<file path="src/rtl/i2cm_pkg.sv">
package i2cm_pkg;

  typedef enum logic [2:0] {
    ST_IDLE,
    ST_START,
    ST_HOLD,
    ST_BIT,
    ST_RESTART,
    ST_STOP
  } busState_t;

  // strobes from the sequencer to the byte datapath
  typedef struct packed {
    logic loadTx;      // copy write data into the shifter, byte begins
    logic writeData;   // data register takes write data
    logic shiftOut;    // advance transmit shifter by one bit
    logic sampleIn;    // shift sampled SDA into the shifter
    logic sampleAck;   // store ninth-clock SDA level
    logic byteEnd;     // ninth clock finished
    logic captureRx;   // move received byte to data register
    logic dataAccess;  // any data register access
  } dpStrobe_t;

endpackage

</file>
<file path="src/rtl/i2cm_ctrl.sv">
module i2cm_ctrl
  import i2cm_pkg::*;
#(
  parameter int DIV = 125
) (
  input  logic       clk,
  input  logic       rstN,
  input  logic       regSel,
  input  logic       regWrEn,
  input  logic       regRdEn,
  input  logic [7:0] regWrData,
  input  logic       sclIn,
  input  logic       sdaIn,
  input  logic       txBit,
  output logic [3:0] ctrlBits,
  output logic       owned,
  output busState_t  busState,
  output dpStrobe_t  strobe,
  output logic       sclOe,
  output logic       sdaOe
);

  localparam int CW = (DIV > 2) ? $clog2(DIV) : 1;
  localparam logic [CW-1:0] LAST = CW'(DIV - 1);
  localparam logic [3:0] ACK_BIT = 4'd8;

  busState_t state, nextState;
  logic [CW-1:0] divCnt;
  logic [1:0] quarter;
  logic [3:0] bitIdx;
  logic byteTx, masterEn, txMode, noAck, restartReq;
  logic tick, lastQ, dataWr, dataRd, ctrlWr, startTx, startRx;
  logic sclNext, sdaNext, bitDrive;

  assign tick   = (divCnt == LAST);
  assign lastQ  = tick && (quarter == 2'd3);
  assign dataWr = regWrEn && regSel;
  assign dataRd = regRdEn && regSel;
  assign ctrlWr = regWrEn && !regSel;
  assign startTx = (state == ST_HOLD) && masterEn && !restartReq && dataWr && txMode;
  assign startRx = (state == ST_HOLD) && masterEn && !restartReq && dataRd && !txMode;

  always_comb begin
    nextState = state;
    case (state)
      ST_IDLE:    if (masterEn && sclIn && sdaIn) nextState = ST_START;
      ST_START:   if (lastQ) nextState = ST_HOLD;
      ST_RESTART: if (lastQ) nextState = ST_HOLD;
      ST_HOLD: begin
        if (!masterEn)              nextState = ST_STOP;
        else if (restartReq)        nextState = ST_RESTART;
        else if (startTx || startRx) nextState = ST_BIT;
      end
      ST_BIT:  if (lastQ && bitIdx == ACK_BIT) nextState = ST_HOLD;
      ST_STOP: if (lastQ) nextState = ST_IDLE;
      default: nextState = ST_IDLE;
    endcase
  end

  always_ff @(posedge clk) begin
    if (!rstN) begin
      state   <= ST_IDLE;
      divCnt  <= '0;
      quarter <= '0;
      bitIdx  <= '0;
      byteTx  <= 1'b0;
    end else begin
      state <= nextState;
      if (nextState != state) begin
        divCnt  <= '0;
        quarter <= '0;
        if (nextState == ST_BIT) bitIdx <= '0;
      end else if (state != ST_IDLE && state != ST_HOLD) begin
        divCnt <= tick ? '0 : divCnt + 1'b1;
        if (tick) quarter <= quarter + 1'b1;
        if (state == ST_BIT && lastQ) bitIdx <= bitIdx + 1'b1;
      end
      if (startTx) byteTx <= 1'b1;
      else if (startRx) byteTx <= 1'b0;
    end
  end

  // control register; the restart request clears itself once acted on
  always_ff @(posedge clk) begin
    if (!rstN) begin
      masterEn   <= 1'b0;
      txMode     <= 1'b0;
      noAck      <= 1'b0;
      restartReq <= 1'b0;
    end else if (ctrlWr) begin
      masterEn   <= regWrData[0];
      txMode     <= regWrData[1];
      noAck      <= regWrData[2];
      restartReq <= regWrData[3];
    end else if (state == ST_IDLE || nextState == ST_RESTART) begin
      restartReq <= 1'b0;
    end
  end

  // line drive per state and quarter (1 = pull low)
  always_comb begin
    if (bitIdx < ACK_BIT) bitDrive = byteTx ? !txBit : 1'b0;
    else                  bitDrive = byteTx ? 1'b0 : !noAck;
    sclNext = 1'b0;
    sdaNext = sdaOe;
    case (state)
      ST_IDLE:    sdaNext = 1'b0;
      ST_START: begin
        sclNext = (quarter >= 2'd2);
        sdaNext = (quarter >= 2'd1);
      end
      ST_HOLD:    sclNext = 1'b1;
      ST_BIT: begin
        sclNext = (quarter < 2'd2);
        if (quarter != 2'd0) sdaNext = bitDrive;
      end
      ST_RESTART: begin
        sclNext = (quarter == 2'd0);
        sdaNext = (quarter >= 2'd2);
      end
      ST_STOP: begin
        sclNext = (quarter == 2'd0);
        sdaNext = (quarter <= 2'd1);
      end
      default: sdaNext = 1'b0;
    endcase
  end

  always_ff @(posedge clk) begin
    if (!rstN) begin
      sclOe <= 1'b0;
      sdaOe <= 1'b0;
    end else begin
      sclOe <= sclNext;
      sdaOe <= sdaNext;
    end
  end

  always_comb begin
    strobe            = '0;
    strobe.loadTx     = startTx;
    strobe.writeData  = dataWr && (state != ST_BIT);
    strobe.shiftOut   = (state == ST_BIT) && byteTx && lastQ && (bitIdx < ACK_BIT);
    strobe.sampleIn   = (state == ST_BIT) && !byteTx && tick && (quarter == 2'd2) && (bitIdx < ACK_BIT);
    strobe.sampleAck  = (state == ST_BIT) && byteTx && tick && (quarter == 2'd2) && (bitIdx == ACK_BIT);
    strobe.byteEnd    = (state == ST_BIT) && lastQ && (bitIdx == ACK_BIT);
    strobe.captureRx  = strobe.byteEnd && !byteTx;
    strobe.dataAccess = dataWr || dataRd;
  end

  assign ctrlBits = {restartReq, noAck, txMode, masterEn};
  assign owned    = (state != ST_IDLE);
  assign busState = state;

endmodule

</file>
<file path="src/rtl/i2cm_datapath.sv">
module i2cm_datapath
  import i2cm_pkg::*;
(
  input  logic       clk,
  input  logic       rstN,
  input  dpStrobe_t  strobe,
  input  logic [7:0] regWrData,
  input  logic       sdaIn,
  output logic [7:0] dataReg,
  output logic       txBit,
  output logic       byteDone,
  output logic       nackSeen
);

  logic [7:0] shiftReg;

  always_ff @(posedge clk) begin
    if (!rstN) begin
      shiftReg <= '0;
      dataReg  <= '0;
      byteDone <= 1'b0;
      nackSeen <= 1'b0;
    end else begin
      if (strobe.loadTx)        shiftReg <= regWrData;
      else if (strobe.shiftOut) shiftReg <= {shiftReg[6:0], 1'b0};
      else if (strobe.sampleIn) shiftReg <= {shiftReg[6:0], sdaIn};

      if (strobe.captureRx)      dataReg <= shiftReg;
      else if (strobe.writeData) dataReg <= regWrData;

      // completion has priority over the clearing access
      if (strobe.byteEnd)         byteDone <= 1'b1;
      else if (strobe.dataAccess) byteDone <= 1'b0;

      if (strobe.sampleAck) nackSeen <= sdaIn;
    end
  end

  assign txBit = shiftReg[7];

endmodule

</file>
<file path="src/rtl/i2c_byte_master.sv">
module i2c_byte_master
  import i2cm_pkg::*;
#(
  parameter int DIV = 125
) (
  input  logic       clk,
  input  logic       rstN,
  input  logic       regSel,
  input  logic       regWrEn,
  input  logic       regRdEn,
  input  logic [7:0] regWrData,
  output logic [7:0] regRdData,
  input  logic       sclIn,
  output logic       sclOe,
  input  logic       sdaIn,
  output logic       sdaOe
);

  dpStrobe_t  strobe;
  busState_t  busState;
  logic [3:0] ctrlBits;
  logic [7:0] dataReg;
  logic       owned, txBit, byteDone, nackSeen;

  i2cm_ctrl #(.DIV(DIV)) u_ctrl (
    .clk(clk), .rstN(rstN), .regSel(regSel), .regWrEn(regWrEn), .regRdEn(regRdEn),
    .regWrData(regWrData), .sclIn(sclIn), .sdaIn(sdaIn), .txBit(txBit),
    .ctrlBits(ctrlBits), .owned(owned), .busState(busState), .strobe(strobe),
    .sclOe(sclOe), .sdaOe(sdaOe)
  );

  i2cm_datapath u_dp (
    .clk(clk), .rstN(rstN), .strobe(strobe), .regWrData(regWrData), .sdaIn(sdaIn),
    .dataReg(dataReg), .txBit(txBit), .byteDone(byteDone), .nackSeen(nackSeen)
  );

  assign regRdData = regSel ? dataReg : {nackSeen, byteDone, owned, 1'b0, ctrlBits};

endmodule

</file>
<file path="config.mk">
export PLATFORM = sky130hd
export DESIGN_NAME = i2c_byte_master
export DESIGN_NICKNAME = d
export VERILOG_FILES = /design/src/rtl/i2cm_pkg.sv /design/src/rtl/i2cm_ctrl.sv /design/src/rtl/i2cm_datapath.sv /design/src/rtl/i2c_byte_master.sv
export SDC_FILE = /design/constraint.sdc
export NUM_CORES = 1
export LEC_CHECK = 0
export ABC_CLOCK_PERIOD_IN_PS = 2600
export CORE_MARGIN = 1.5
export CORE_UTILIZATION = 40
export DETAILED_ROUTE_END_ITERATION = 10
export GPL_ROUTABILITY_DRIVEN = 0
export GPL_TIMING_DRIVEN = 1
export PLACE_DENSITY = 0.62
export SKIP_LAST_GASP = 1
export SLEW_MARGIN = 20
export SYNTH_ARGS = -nofsm -noshare
export SYNTH_HDL_FRONTEND = slang
export SYNTH_SLANG_ARGS = --single-unit
</file>
<file path="constraint.sdc">
create_clock -name clk -period 2.6 [get_ports clk]
set_input_delay 0.65 -clock clk [delete_from_list [all_inputs] [get_ports clk]]
set_output_delay 0.65 -clock clk [all_outputs]
set_load 0.005 [all_outputs]
</file>
==> metrics.md, run 1 <==
| Metric | Value |
|---|---|
| H-Tree Level Count | `2` |
| Die H | `79.4 um` |
| Grt total ovfl | `0` |
| CTS max path bufs | `2` |
| Core region area | `5570 um2` |
| Slowest stage cell, crit path | `clkdlybuf4s50_1` |
| GRT Total Usage | `0.182` |
| Post-synth EDFFs | `0` |
| Drt via density | `5.34` |
| CP Max Fanout | `13` |
| Syn. warnings | `0` |
| Crit-path cells | `dlygate4sd2_1 -> buf_12 -> mux2_2 -> clkdlybuf4s50_1` |
| RR Endpoint | `u_dp.dataReg[5]$_SDFFE_PN0P_` |
| Setup_tns | `0 ns` |
| Final WL | `5.33 mm` |
| Placed insts | `360` |
| Critical path launch point type | `input pin` |
| Max_cap viols | `0` |
| First-pass DRT Iterations | `4` |
| Clk_lat worst skew | `0.29 ns` |
| Hold buffers post-CTS | `0` |
| Syn Inst Count | `269` |
| Leak | `1.03 nW` |
| Worst hold path class | `flop to flop` |
| WP data required | `1.95 ns` |
| Nets@finish | `319` |
| Syn Std Cell Area | `2340 um2` |
| Final setup vio count | `0` |
| Starting density of the core | `0.419` |
| Non-Filler Instances | `368` |
| Wire length of the first global-routing pass | `8.94 mm` |
| DRT iter0 DRCs | `89` |
| Avg Inst Size Synth | `8.68 um2` |
| Critical path endpoint category | `primary output` |
| PD cells | `444 nW/um2` |
| Post-synth cell types | `52` |
| Worst Path Arrival | `1.83 ns` |
| Max VDD drop | `0.000489 V` |
| Top_reg_cell synth | `dfxtp_1` |
| Ant. Diodes | `0` |
| Reg2Reg Depth | `7` |
| Core Rows | `27` |
| Status | `completed` |
| Worst slew pin tran | `0.560 ns` |
| Num ports | `25` |
| Async SR Flop Fraction | `0` |
| Peak Freq | `404 MHz` |
| Setup slack after layout | `0.123 ns` |
| Area growth syn-to-layout | `19.1%` |
| CTS sink cnt | `41` |
| Die width | `79.4 um` |
| CTS tree | `built` |
| Routed WL per cell | `14.5 um` |
| Hold endpoint | `u_dp.byteDone$_SDFFE_PN0P_` |
| TritonCTS buffer count | `5` |
| Final Skew | `0.00597 ns` |
| Hold path start | `u_dp.byteDone$_SDFFE_PN0P_` |
| FF-to-FF Start | `u_ctrl.divCnt[0]$_SDFFE_PP0P_` |
| Crit path from | `regSel` |
| Filler Cell Count | `538` |
| Finished Core Util | `0.499` |
| Tcrit/Tclk final | `0.953` |
| Number of global-route vias before repair | `1885` |
| Max Slew Vio Count | `0` |
| Detail Placement HPWL | `3.87 mm` |
| Flop2flop setup slack | `0.49 ns` |
| Share of layout cells above drive strength 1 | `0.132` |
| Mapped Nets | `293` |
| WHS | `0.462 ns` |
| DR vias | `1964` |
| Antenna Violating Nets Remaining | `0` |
| Die area | `6310 um2` |
| Synthesis-stage register bit count | `41` |
| Clock transition at path regs | `0.08 ns` |
| Crit path kind | `input pin to primary output` |
| Initial antenna violation count | `0` |
| Setup slack at placement | `-0.151 ns` |
| Hold Path Cell Cnt | `2` |
| PortBufs | `24` |
| Most frequent cells in the layout | `40 x dfxtp_1, 39 x nor2_1, 23 x clkdlybuf4s50_1` |
| Max_slew headroom | `0.625` |
| Clk root buf | `clkbuf_8` |
| Max stage delay on crit path | `0.44 ns` |
| Hold Fails Final Rpt | `0` |
| Sequential-to-total area share from yosys stat | `0.351` |
| RSZ-0062 raised after global routing | `no` |
| Pin count of the biggest net entering global routing | `24` |
| Commonest non-fill, non-tap cell in the layout | `dfxtp_1` |
| DRC | `0` |
| Minimum clock period | `2.48 ns` |
where the power goes:
group	switching, mW	internal, mW	total [mW]
clock	0.233	0.245	0.479
sequential	0.00848	0.637	0.646
combinational	0.0496	0.0622	0.112
logic make-up after synthesis:
logic type,after synthesis,synth area share
muxes,28,0.123
buffers and inverters,26,0.0562
and+or+nand+nor,99,0.213
xor gates and xnor gates,5,0.0188
AOI/OAI and AO/OA,61,0.190
DFF,41,0.351
adders and majority gates,9,0.0482
flip-flops by register name, indices dropped and copies added (netlist names):
register and count:
u_ctrl.divCnt 7, u_ctrl.busState 3, u_ctrl.byteTx 1, u_dp.dataReg 8, u_ctrl.sclOe 1, u_dp.shiftReg 8, u_ctrl.quarter 2, u_ctrl.noAck 1
u_ctrl.bitIdx 4, u_dp.byteDone 1, u_ctrl.txMode 1, u_ctrl.masterEn 1, u_dp.nackSeen 1, u_ctrl.restartReq 1, u_ctrl.sdaOe 1
Yosys cell counts, drive strengths merged, types with 2 or more instances:
| cell | n | area (um2) |
|---|---|---|
| a21oi | 20 | 100 |
| or2 | 2 | 12.5 |
| nor2 | 39 | 146 |
| clkbuf | 7 | 26.3 |
| a21boi | 2 | 15.0 |
| inv | 10 | 37.5 |
| nor2b | 2 | 12.5 |
| or3 | 2 | 12.5 |
| nand4 | 5 | 37.5 |
| nand3 | 7 | 35.0 |
| a211oi | 16 | 160 |
| buf | 8 | 63.8 |
| nor3 | 11 | 55.1 |
| nand2 | 13 | 48.8 |
| mux2i | 22 | 220 |
| nor4 | 2 | 12.5 |
| and3 | 2 | 12.5 |
| nand3b | 3 | 22.5 |
| xnor2 | 3 | 26.3 |
| xor2 | 2 | 17.5 |
| mux2 | 6 | 67.6 |
| nand2b | 4 | 25.0 |
| ha | 9 | 113 |
| o21ai | 9 | 45.0 |
| dfxtp | 41 | 821 |
| o31ai | 2 | 15.0 |
per-stage QoR:
step | total power [mW] | instance area, um2
after floorplan | 0.712 | 2340
after global placement | 0.772 | 2680
after detailed placement | 0.773 | 2680
after CTS | 1.25 | 2780
after global routing | 1.28 | 2780
final | 1.24 | 2780
metal layers:
| layer | vias up | global-route usage | part of all wire |
|---|---|---|---|
| li1 | 1026 | - | - |
| met3 | 2 | 0.0411 | 0.035 |
| met2 | 33 | 0.311 | 0.47 |
| met1 | 903 | 0.235 | 0.49 |
| met4 | 0 | 0.0316 | 0.0054 |
| met5 | - | 0 | 0 |
layout make-up:
cell class,instances,area [um2],share of cell area
clock buffers,7,96.3,0.0346
inverters,11,41.3,0.0148
clock inverters,1,8.76,0.00315
multi-input cells,202,1380,0.498
repair buffers,34,339,0.122
flip-flops and latches,41,822,0.296
well taps,72,90.1,0.0324
worst max path at each step:
stage,endpoint,cells after the start
final,regRdData[6],4
after global routing,regRdData[0],4
after CTS,regRdData[5],4
after detailed placement,regRdData[6],4
after global placement,regRdData[7],4
after floorplan,u_dp.dataReg[5]$_SDFFE_PN0P_,10
repair_timing:
item                                    CTS  global route
resized for setup                         1             1
setup buffers                             0             0
cloned                                    0             0
endpoints found under the setup margin    7             1
critical path: cells and delay by family:
kind,cells,cell delay [ns]
buffers and inverters,3,0.84
muxes,1,0.33
No activity file was read; power rests on OpenSTA's default activity.
==> inputs of run 2 (changes only) <==
- TNS_END_PERCENT: unset -> 50
==> results of run 2 <==
Final layout, timing and power as in run 1 (identical DEF).
==> inputs of run 3 (changes only) <==
==> constraint.sdc (replaced) <==
create_clock -name clk -period 2.6 [get_ports clk]
set_input_delay 0.52 -clock clk [delete_from_list [all_inputs] [get_ports clk]]
set_output_delay 0.52 -clock clk [all_outputs]
set_load 0.005 [all_outputs]
==> metrics.md, run 3 (same netlist as run 1, synthesis figures left out) <==
| Metric | Value |
|---|---|
| Status | `completed` |
| Clk_lat worst skew | `0.30 ns` |
| GRT Total Usage | `0.185` |
| WP data required | `2.08 ns` |
| PortBufs | `24` |
| Max_slew headroom | `0.613` |
| Worst slew pin tran | `0.580 ns` |
| Setup slack after layout | `0.123 ns` |
| Setup slack at placement | `0.111 ns` |
| Number of global-route vias before repair | `1849` |
| Hold path start | `u_dp.byteDone$_SDFFE_PN0P_` |
| Routed WL per cell | `14.9 um` |
| TritonCTS buffer count | `5` |
| Clock transition at path regs | `0.08 ns` |
| Die H | `79.4 um` |
| CP Max Fanout | `13` |
| Die area | `6310 um2` |
| Hold Fails Final Rpt | `0` |
| CTS tree | `built` |
| Final instance area | `2760 um2` |
| Max_cap viols | `0` |
| PostCTS Resize Cnt | `0` |
| Wire length of the first global-routing pass | `9.13 mm` |
| Critical path endpoint category | `primary output` |
| Max stage delay on crit path | `0.50 ns` |
| DRC | `0` |
| Crit path kind | `input pin to primary output` |
| Peak Freq | `404 MHz` |
| Worst path bufs/invs | `3` |
| Biggest regs | `u_dp.dataReg x8, u_dp.shiftReg x8, u_ctrl.divCnt x7` |
| Clk root buf | `clkbuf_8` |
| Slowest stage cell, crit path | `clkdlybuf4s50_1` |
| Die width | `79.4 um` |
| Finished Core Util | `0.495` |
| Crit-path cells | `clkdlybuf4s50_1 -> buf_12 -> mux2_2 -> clkdlybuf4s50_1` |
| Final Skew | `0.00499 ns` |
| Worst hold path class | `flop to flop` |
| Share of layout cells above drive strength 1 | `0.125` |
| Most frequent cells in the layout | `41 x dfxtp_1, 39 x nor2_1, 24 x clkdlybuf4s50_1` |
| Max Slew Vio Count | `0` |
| Critical path launch point type | `input pin` |
| Minimum clock period | `2.48 ns` |
| Starting density of the core | `0.419` |
| DRT iter0 DRCs | `94` |
| Core Rows | `27` |
| Hold buffers post-CTS | `0` |
| Area growth syn-to-layout | `18.2%` |
| Flop2flop setup slack | `0.37 ns` |
| Top Family by Delay on Critical Path | `buffers and inverters` |
| Crit path from | `regSel` |
| Nets@finish | `318` |
| Drt via density | `5.38` |
| Antenna Violating Nets Remaining | `0` |
| Worst Path Arrival | `1.96 ns` |
| Final setup vio count | `0` |
| Num ports | `25` |
| Area after DPL | `2660 um2` |
| Grt total ovfl | `0` |
| Ant. Diodes | `0` |
| RSZ-0062 raised after global routing | `no` |
| DR vias | `1974` |
| FF-to-FF Start | `u_ctrl.busState[2]$_SDFF_PN0_` |
| Detail Placement HPWL | `3.96 mm` |
| Core region area | `5570 um2` |
| Setup_tns | `0 ns` |
| Most used cell, CP | `clkdlybuf4s50_1` |
| Pin count of the biggest net entering global routing | `18` |
| Max VDD drop | `0.000246 V` |
| CTS max path bufs | `2` |
| First-pass DRT Iterations | `4` |
| H-Tree Level Count | `2` |
| Tcrit/Tclk final | `0.953` |
| Postcts setup bufs | `0` |
| Leak | `1.02 nW` |
| PD cells | `448 nW/um2` |
| Commonest non-fill, non-tap cell in the layout | `dfxtp_1` |
| Final WL | `5.46 mm` |
| CTS sink cnt | `41` |
| Filler Cell Count | `556` |
| Initial antenna violation count | `0` |
[run 3: stage by stage]
| stage | hold slack, ns | instances | power (mW) |
|---|---|---|---|
| floorplan | 0.434 | 269 | 0.712 |
| global placement | 0.451 | 359 | 0.770 |
| detailed placement | 0.462 | 359 | 0.771 |
| CTS | 0.475 | 367 | 1.25 |
| global route | 0.508 | 367 | 1.29 |
| finish | 0.475 | 367 | 1.24 |
[run 3: where the power goes]
| part | switching [mW] | total, mW | internal, mW |
|---|---|---|---|
| clock | 0.237 | 0.483 | 0.245 |
| combinational | 0.0502 | 0.111 | 0.0607 |
| sequential | 0.00747 | 0.644 | 0.637 |
| total | 0.295 | 1.24 | 0.943 |
[run 3: worst min-delay path, delay by kind of cell, from the launching register on]
kind | cells | cell delay [ns]
AOI/OAI and AO/OA | 1 | 0.06
DFF | 1 | 0.32
and+or+nand+nor | 1 | 0.05
[run 3: area by class of cell]
cell class              instances  area [um2]  area share
clock buffers                   7        96.3      0.0349
clock inverters                 1        8.76     0.00317
inverters                      11        41.3      0.0150
multi-input cells             202        1380       0.501
flip-flops and latches         41         821       0.297
well taps                      72        90.1      0.0326
repair buffers                 33         320       0.116
[run 3: final timing paths]
check | to | cells after the start
worst min-delay path | u_dp.byteDone$_SDFFE_PN0P_ | 2
worst min register to register | u_dp.byteDone$_SDFFE_PN0P_ | 2
worst max-delay path | regRdData[1] | 4
worst max register to register | u_dp.shiftReg[7]$_SDFFE_PN0P_ | 5
[run 3: per-layer routing]
layer	vias up	global-route usage	share of wire	wire (um)
li1	1019	-	-	-
met1	920	0.242	0.48	2620
met2	33	0.314	0.48	2630
met3	2	0.0377	0.034	188
met4	0	0.0421	0.0026	14
met5	-	0	0	0
